**src/rtl/chop_pkg.sv**
```systemverilog
package chop_pkg;

  typedef enum logic [1:0] {
    PH_DRIVE = 2'd0,
    PH_DEAD  = 2'd1,
    PH_FAST  = 2'd2,
    PH_SLOW  = 2'd3
  } phase_t;

  // control -> datapath strobes
  typedef struct packed {
    logic   cntLoad;
    phase_t loadPhase;
    logic   blankStart;
  } ctrl_strobe_t;

  // datapath -> control status
  typedef struct packed {
    logic tripSeen;
    logic blankBusy;
    logic enEdge;
    logic cntDone;
  } dp_status_t;

  function automatic int fast_len(input int offCycles);
    int v;
    v = (13 * offCycles) / 100;
    return (v < 1) ? 1 : v;
  endfunction

endpackage

```
**src/rtl/chop_dp.sv**
```systemverilog
module chop_dp
  import chop_pkg::*;
#(
  parameter int OFF_CYCLES   = 40,
  parameter int DEAD_CYCLES  = 2,
  parameter int BLANK_CYCLES = 6
) (
  input  logic         clk,
  input  logic         rstN,
  input  logic         tripIn,
  input  logic         driveEn,
  input  ctrl_strobe_t strobe,
  output dp_status_t   status
);

  localparam int FAST_CYCLES = fast_len(OFF_CYCLES);
  localparam int SLOW_CYCLES = OFF_CYCLES - FAST_CYCLES;
  localparam int MAX_PHASE   = (OFF_CYCLES > DEAD_CYCLES) ? OFF_CYCLES : DEAD_CYCLES;
  localparam int CNT_W       = $clog2(MAX_PHASE + 1);
  localparam int BLANK_W     = $clog2(BLANK_CYCLES + 1);

  localparam logic [CNT_W-1:0]   DEAD_LOAD  = CNT_W'(DEAD_CYCLES - 1);
  localparam logic [CNT_W-1:0]   FAST_LOAD  = CNT_W'(FAST_CYCLES - 1);
  localparam logic [CNT_W-1:0]   SLOW_LOAD  = CNT_W'(SLOW_CYCLES - 1);
  localparam logic [BLANK_W-1:0] BLANK_LOAD = BLANK_W'(BLANK_CYCLES);

  logic [1:0]         syncQ;
  logic               prevEn;
  logic               enEdge;
  logic [CNT_W-1:0]   phaseCnt;
  logic [BLANK_W-1:0] blankCnt;
  logic [CNT_W-1:0]   loadVal;

  // two-flop synchronizer for the comparator
  always_ff @(posedge clk or negedge rstN) begin
    if (!rstN) syncQ <= 2'b00;
    else       syncQ <= {syncQ[0], tripIn};
  end

  always_ff @(posedge clk or negedge rstN) begin
    if (!rstN) prevEn <= 1'b0;
    else       prevEn <= driveEn;
  end

  assign enEdge = driveEn ^ prevEn;

  always_comb begin
    unique case (strobe.loadPhase)
      PH_DEAD: loadVal = DEAD_LOAD;
      PH_FAST: loadVal = FAST_LOAD;
      PH_SLOW: loadVal = SLOW_LOAD;
      default: loadVal = '0;
    endcase
  end

  always_ff @(posedge clk or negedge rstN) begin
    if (!rstN)                 phaseCnt <= '0;
    else if (strobe.cntLoad)   phaseCnt <= loadVal;
    else if (phaseCnt != '0)   phaseCnt <= phaseCnt - 1'b1;
  end

  always_ff @(posedge clk or negedge rstN) begin
    if (!rstN)                            blankCnt <= '0;
    else if (strobe.blankStart || enEdge) blankCnt <= BLANK_LOAD;
    else if (blankCnt != '0)              blankCnt <= blankCnt - 1'b1;
  end

  assign status.tripSeen  = syncQ[1];
  assign status.blankBusy = (blankCnt != '0);
  assign status.enEdge    = enEdge;
  assign status.cntDone   = (phaseCnt == '0);

  // an enable edge leaves a full blank window behind it
  p_edge_blank_r6: assert property (@(posedge clk) disable iff (!rstN)
    enEdge |=> (blankCnt == BLANK_LOAD));

  // blank counter never exceeds its programmed length
  p_blank_bound_r5: assert property (@(posedge clk) disable iff (!rstN)
    blankCnt <= BLANK_LOAD);

endmodule

```
**src/rtl/chop_ctrl.sv**
```systemverilog
module chop_ctrl
  import chop_pkg::*;
#(
  parameter int OFF_CYCLES  = 40,
  parameter int DEAD_CYCLES = 2
) (
  input  logic         clk,
  input  logic         rstN,
  input  logic         driveEn,
  input  logic         brakeMode,
  input  dp_status_t   status,
  output ctrl_strobe_t strobe,
  output logic         chopOut,
  output logic         fastDecay
);

  localparam int TOTAL_OFF = OFF_CYCLES + DEAD_CYCLES;
  localparam int AGE_W     = $clog2(TOTAL_OFF + 1);

  phase_t state, nextState;
  logic   tripAccept;

  assign tripAccept = status.tripSeen && !status.blankBusy && !status.enEdge
                      && driveEn && !brakeMode;

  always_comb begin
    nextState         = state;
    strobe.cntLoad    = 1'b0;
    strobe.loadPhase  = PH_DRIVE;
    strobe.blankStart = 1'b0;
    if (brakeMode) begin
      nextState = PH_DRIVE;
    end else begin
      unique case (state)
        PH_DRIVE: if (tripAccept) begin
          nextState        = PH_DEAD;
          strobe.cntLoad   = 1'b1;
          strobe.loadPhase = PH_DEAD;
        end
        PH_DEAD: if (status.cntDone) begin
          nextState        = PH_FAST;
          strobe.cntLoad   = 1'b1;
          strobe.loadPhase = PH_FAST;
        end
        PH_FAST: if (status.cntDone) begin
          nextState        = PH_SLOW;
          strobe.cntLoad   = 1'b1;
          strobe.loadPhase = PH_SLOW;
        end
        PH_SLOW: if (status.cntDone) begin
          nextState         = PH_DRIVE;
          strobe.blankStart = 1'b1;
        end
        default: nextState = PH_DRIVE;
      endcase
    end
  end

  always_ff @(posedge clk or negedge rstN) begin
    if (!rstN) state <= PH_DRIVE;
    else       state <= nextState;
  end

  assign chopOut   = (state != PH_DRIVE);
  assign fastDecay = (state == PH_FAST);

  // off-time age counter used only by the checks below
  logic [AGE_W-1:0] chkAge;
  always_ff @(posedge clk or negedge rstN) begin
    if (!rstN)                  chkAge <= '0;
    else if (state == PH_DRIVE) chkAge <= '0;
    else                        chkAge <= chkAge + 1'b1;
  end

  // fast decay only inside the off-time
  p_fast_in_chop_r10: assert property (@(posedge clk) disable iff (!rstN)
    fastDecay |-> chopOut);

  // brake forces the chopper idle on the next cycle
  p_brake_idle_r8: assert property (@(posedge clk) disable iff (!rstN)
    brakeMode |=> !chopOut);

  // a chop starts only from a driving bridge
  p_chop_needs_drive_r9: assert property (@(posedge clk) disable iff (!rstN)
    $rose(chopOut) |-> ($past(driveEn) && !$past(brakeMode)));

  // a chop never starts while blanked or on an enable edge
  p_no_blanked_trip_r5: assert property (@(posedge clk) disable iff (!rstN)
    $rose(chopOut) |-> (!$past(status.blankBusy) && !$past(status.enEdge)));

  // an off-time that is not abandoned lasts its full length
  p_off_length_r3: assert property (@(posedge clk) disable iff (!rstN)
    ($fell(chopOut) && !$past(brakeMode)) |-> ($past(chkAge) == AGE_W'(TOTAL_OFF - 1)));

endmodule

```
**src/rtl/offtime_chopper.sv**
```systemverilog
module offtime_chopper
  import chop_pkg::*;
#(
  parameter int OFF_CYCLES   = 40,
  parameter int DEAD_CYCLES  = 2,
  parameter int BLANK_CYCLES = 6
) (
  input  logic clk,
  input  logic rstN,
  input  logic tripIn,
  input  logic driveEn,
  input  logic brakeMode,
  output logic chopOut,
  output logic fastDecay
);

  ctrl_strobe_t strobe;
  dp_status_t   status;

  chop_dp #(
    .OFF_CYCLES  (OFF_CYCLES),
    .DEAD_CYCLES (DEAD_CYCLES),
    .BLANK_CYCLES(BLANK_CYCLES)
  ) u_dp (
    .clk    (clk),
    .rstN   (rstN),
    .tripIn (tripIn),
    .driveEn(driveEn),
    .strobe (strobe),
    .status (status)
  );

  chop_ctrl #(
    .OFF_CYCLES (OFF_CYCLES),
    .DEAD_CYCLES(DEAD_CYCLES)
  ) u_ctrl (
    .clk      (clk),
    .rstN     (rstN),
    .driveEn  (driveEn),
    .brakeMode(brakeMode),
    .status   (status),
    .strobe   (strobe),
    .chopOut  (chopOut),
    .fastDecay(fastDecay)
  );

endmodule

```
**config.mk**
```make
export PLATFORM = sky130hd
export DESIGN_NAME = offtime_chopper
export DESIGN_NICKNAME = d
export VERILOG_FILES = /design/src/rtl/chop_pkg.sv /design/src/rtl/chop_dp.sv /design/src/rtl/chop_ctrl.sv /design/src/rtl/offtime_chopper.sv
export SDC_FILE = /design/constraint.sdc
export NUM_CORES = 1
export LEC_CHECK = 0
export BUFFER_PORTS_ARGS = -buffer_cell sky130_fd_sc_hd__buf_2
export CAP_MARGIN = 10
export CORE_MARGIN = 2
export CORE_UTILIZATION = 61
export CTS_CLUSTER_DIAMETER = 120
export DETAILED_ROUTE_END_ITERATION = 6
export PLACE_DENSITY_LB_ADDON = 0.2
export SETUP_SLACK_MARGIN = 0.4
export SLEW_MARGIN = 20
export SYNTH_ARGS = -nofsm -noshare
export SYNTH_HDL_FRONTEND = slang
export SYNTH_HIERARCHICAL = 1
export SYNTH_SLANG_ARGS = --single-unit
```
**constraint.sdc**
```tcl
create_clock -name clk -period 3.6 [get_ports clk]
set_clock_uncertainty 0.15 [all_clocks]
set_input_delay 0.18 -clock clk [delete_from_list [all_inputs] [get_ports clk]]
set_output_delay 0.18 -clock clk [all_outputs]
set_load 0.05 [all_outputs]
```
# After elaboration in Yosys (flattened, before gate mapping)
# Cells that the tools add are included.
# totals
register_bits,14
wordCells,52
# classes
eq_ne,10
n_bitwise,1
n_addsub,2
n_mux,18
n_reduce_logical,16
# op_table
operator,n
$pmux W6 S3,1
$mux W3,5
$mux W6,2
$mux W2,5
$pmux W3 S3,1
$eq A2 B2 Y1 const B,4
$pmux W2 S4,1
$logic_not A6 Y1,1
$ne A3 B2 Y1 const B,2
$ne A3 B3 Y1 const B,2
$reduce_bool A2 Y1,3
$reduce_bool A6 Y1,1
$sub A6 B1 Y6 const B,1
$eq A2 B1 Y1 const B,2
$logic_and A1 B1 Y1,4
$mux W4,1
$reduce_and A4 Y1,1
$logic_not A1 Y1,3
$reduce_bool A3 Y1,1
$sub A3 B1 Y3 const B,1
$logic_not A2 Y1,1
$mux W1,2
$logic_or A1 B1 Y1,1
$xor A1 B1 Y1,1

# Depth between registers and ports, before layout
# depth
ltp_word,12
mapped_depth,10
mapped_depth_nobuf,10

# Modules after synthesis
# The synthesis kept the hierarchy.
# by_module_without_submodules
mod,cells_per_inst,area_each_um2,seq_area_each_um2,n_inst
chop_dp,63,638.1,300.3,1
chop_ctrl,26,240.2,50.0,1

# Worst setup path after synthesis
# Ideal clock, no wire load.
# synth_path
path_kind,register to register
startpoint,register u_dp.phaseCnt[2]
endpoint,register u_dp.phaseCnt[1]
stages_incl_launch_ff,9
setup_slack_ns,1.269
required_time_ns,3.356
arrival_ns,2.087
path_cell_list,dfrtp_1 -> or3_1 -> buf_2 -> nor2_1 -> o211a_1 -> a31o_1 -> clkbuf_1 -> nor4_1 -> a211oi_1
# synth_rtl
item,line,rtl
from (decl),chop_dp.sv:30,logic [CNT_W-1:0] phaseCnt;
from (signal assigned),chop_dp.sv:58,else if (strobe.cntLoad) phaseCnt <= loadVal;
from (signal assigned),chop_dp.sv:59,else if (phaseCnt != '0) phaseCnt <= phaseCnt - 1'b1;

==> impl_results.md <==
- Total core area: 0.00132 mm^2
- Proportion of layout cells with a drive suffix above 1: ~14%
- Fin Hold WS: 0.148 ns
- Wirelength, routed: 1750 um
- Primary FF master, synth: dfrtp_1
- Placed cell areas: 903 um^2
- Post-synth EDFFs: 0
- Initial antenna violation count: 0
- Most frequent cell after synthesis: dfrtp_1
- Final Hold Viols: 0
- Critical path peak fanout: 12
- Yosys cell types: 36
- Rel. slew slack: 72.7%
- Clock Tree Buf Depth: 2
- Nets: about 110
- Die H: 41.9 um
- Power Internal: 406 uW
- Sw Share: roughly two fifths
- Leakage: 0.000442 uW
- Diodes inserted: 0
- Hold Path Class: in2reg
- Reg power frac: between 30% and 40%
- Period utilization: 72.3%
- Async S/R FF share, synth: between 90% and 100%
- Routed Antenna Nets: 0
- Switch Pwr: approximately 260 uW
- Vias in the first global route: 657
- Yosys warnings: 6
- Post-Syn Nets: between 100 and 150
- CP endpoint kind: register
- Sink Count: 14
- Top-area cell type share of the netlist area: between 30% and 40%
- CTS H-tree depth: 1
- Final critical-path required period: 2.60 ns
- I/O pin count: 7
- First-pass GRT wire length: 2900 um
- Via count: around 680
- Max stage delay on crit path: 0.51 ns
- Remaining global-route overflow: 0
- Final Setup Violations: 0
- First DRT Iteration DRCs: 12
- Crit Path Class: reg2reg
- Cells along the critical path: or3_1 > nor2_1 > o211a_1 > a31o_1 > nor2b_1 > a22o_1 > a211oi_1
- Comb pwr share: 43.3%
- # fillers: 95
- Dpl hpwl: 1190 um
- Clock power frac: 17.0%
- Commonest cells post-synth: dfrtp_1, inv_1, ha_1
- Synth area leaders: dfrtp_1, ha_1, inv_1
- Slew Viols, Final: 0
- Cell taking the most area after synthesis: dfrtp_1
- Part of the Yosys area used for sequential elements: 39.9%
- Yosys reg bits: 14
- Worst vdd ir: 430 uV
- DR WL/cell: 15.5 um
- Worst skew pair latency: 0.28 ns
- Starting Density: 66.7%
- Clk slew on worst S/H paths: 0.08 ns
- Max-capacitance violation count: 0
- Num CTS Buffers: 3
- Fmax: between 0.3 and 0.4 GHz
- Design area: 970 um^2
- I/O Buffers: 6
- Slowest CP cell: or3_1
- Cell count after synthesis: between 80 and 90
- Chip Width: 41.9 um
- TritonCTS clock tree: built
- Critical Path AT: between 2 and 3 ns
- Via/cell ratio: 6.03
- Critical Path RT: 3.64 ns
- Final core occ: 73.6%
- Worst Setup Start Kind: register
- Synth Cell Area: about 880 um^2
- Total GRT Usage: 22.9%
- Total power per unit cell area: 688 mW/mm^2
- Drt drc: 0
- Postcts setup bufs: 0
- Post-CTS Resized: 0
- Largest net degree at the start of global routing: 15
- Total negative setup slack: 0 ns
- Die ar.: between 0.0015 and 0.002 mm^2
- Number of cell rows: 13
- Root Driver: clkbuf_4
- Area delta synth->final: 10.4%
- Avg Cell Area, Syn: around 10 um^2
- Status: complete, no violations
- Unrepaired setup endpoints after global routing: false
- Worst-margin pin slew: 0.410 ns
- GP Congestion: 0.867
- DRT Pass-1 Iters: 4
cells in the final DEF (no fill, tap or decap), drive strengths merged, types with 2 or more instances in the layout:
cell	Yosys	layout
a21oi	2	2
buf	3	6
clkbuf	1	4
dfrtp	14	14
dlygate4sd3	0	3
ha	8	8
inv	9	9
mux2i	2	2
nand2	7	7
nand2b	3	3
nor2	7	7
nor2b	2	2
nor3	4	4
nor4	3	3
o31ai	3	3
xnor2	2	2
final timing paths:
kind | startpoint | end | slack, ns | depth (start not counted)
max reg2reg | u_dp/phaseCnt[2] | u_dp/phaseCnt[1] | 1.0 | 7
min reg2reg | u_dp/syncQ[0] | u_dp/syncQ[1] | 0.21 | 0
min in group asynchronous | rstN | u_ctrl/state[0] | 0.17 | 2
max in group asynchronous | rstN | u_dp/blankCnt[1] | 2.90 | 2
max | u_dp/phaseCnt[2] | u_dp/phaseCnt[1] | 1.0 | 7
min | brakeMode | u_ctrl/state[0] | 0.15 | 3
kinds of logic after synthesis:
kind of cell / share of synthesized area [%]
adder cells (fa/ha/maj): 11.4
AO/OA/AOI/OAI: 16.2
flip-flops: 39.9
XOR/XNOR: 2.99
buffers and inverters: 6.55
AND/OR/NAND/NOR: 18.9
multiplexers: 3.99
power groups by stage:
stage	clock network [uW]	logic, uW	registers (uW)
floorplan	0	237	251
global placement	0	274	262
detailed placement	0	282	265
CTS	118	288	263
global route	126	319	271
finish	113	289	265
worst max-delay path: cells and delay by family (launching register included):
kind,cells,cell delay (ns)
simple gates,3,0.96
flops,1,0.44
compound gates,4,0.97
metrics by stage:
step / power (uW) / std cells / setup slack (ns)
after detailed placement: 547 / 106 / 1.03
after global placement: 536 / 106 / 1.13
after floorplan: 489 / 89 / 1.27
final: 667 / 113 / 0.997
after global routing: 717 / 113 / 0.853
after CTS: 669 / 113 / 1.01
what timing repair did:
item	CTS	global route
hold endpoints to repair	16	0
endpoints found under the setup margin	0	0
hold buffers	3	0
flip-flops by register name, summed over array words and instances, names as in the netlist:
name / flops
u_dp/phaseCnt: 6
u_dp/blankCnt: 3
u_dp/syncQ: 2
u_ctrl/state: 2
u_dp/prevEn: 1
metal layers:
layer	routed length (um)	share of wire (%)	global-route usage, %
met1	705	40	25.8
met2	941	54	39.7
met3	72	4.1	6.52
met4	35	2.0	10.3
met5	0	0	0
area by class of cell:
class	count	area [um^2]	share of cell area, %
Sequential cell	14	350	36.1
Timing Repair Buffer	9	60.1	6.19
Multi-Input combinational cell	62	470	48.5
Inverter	9	33.8	3.48
Clock buffer	4	36.3	3.74
Tap cell	15	18.8	1.94
(Power assumes the default switching activity.)
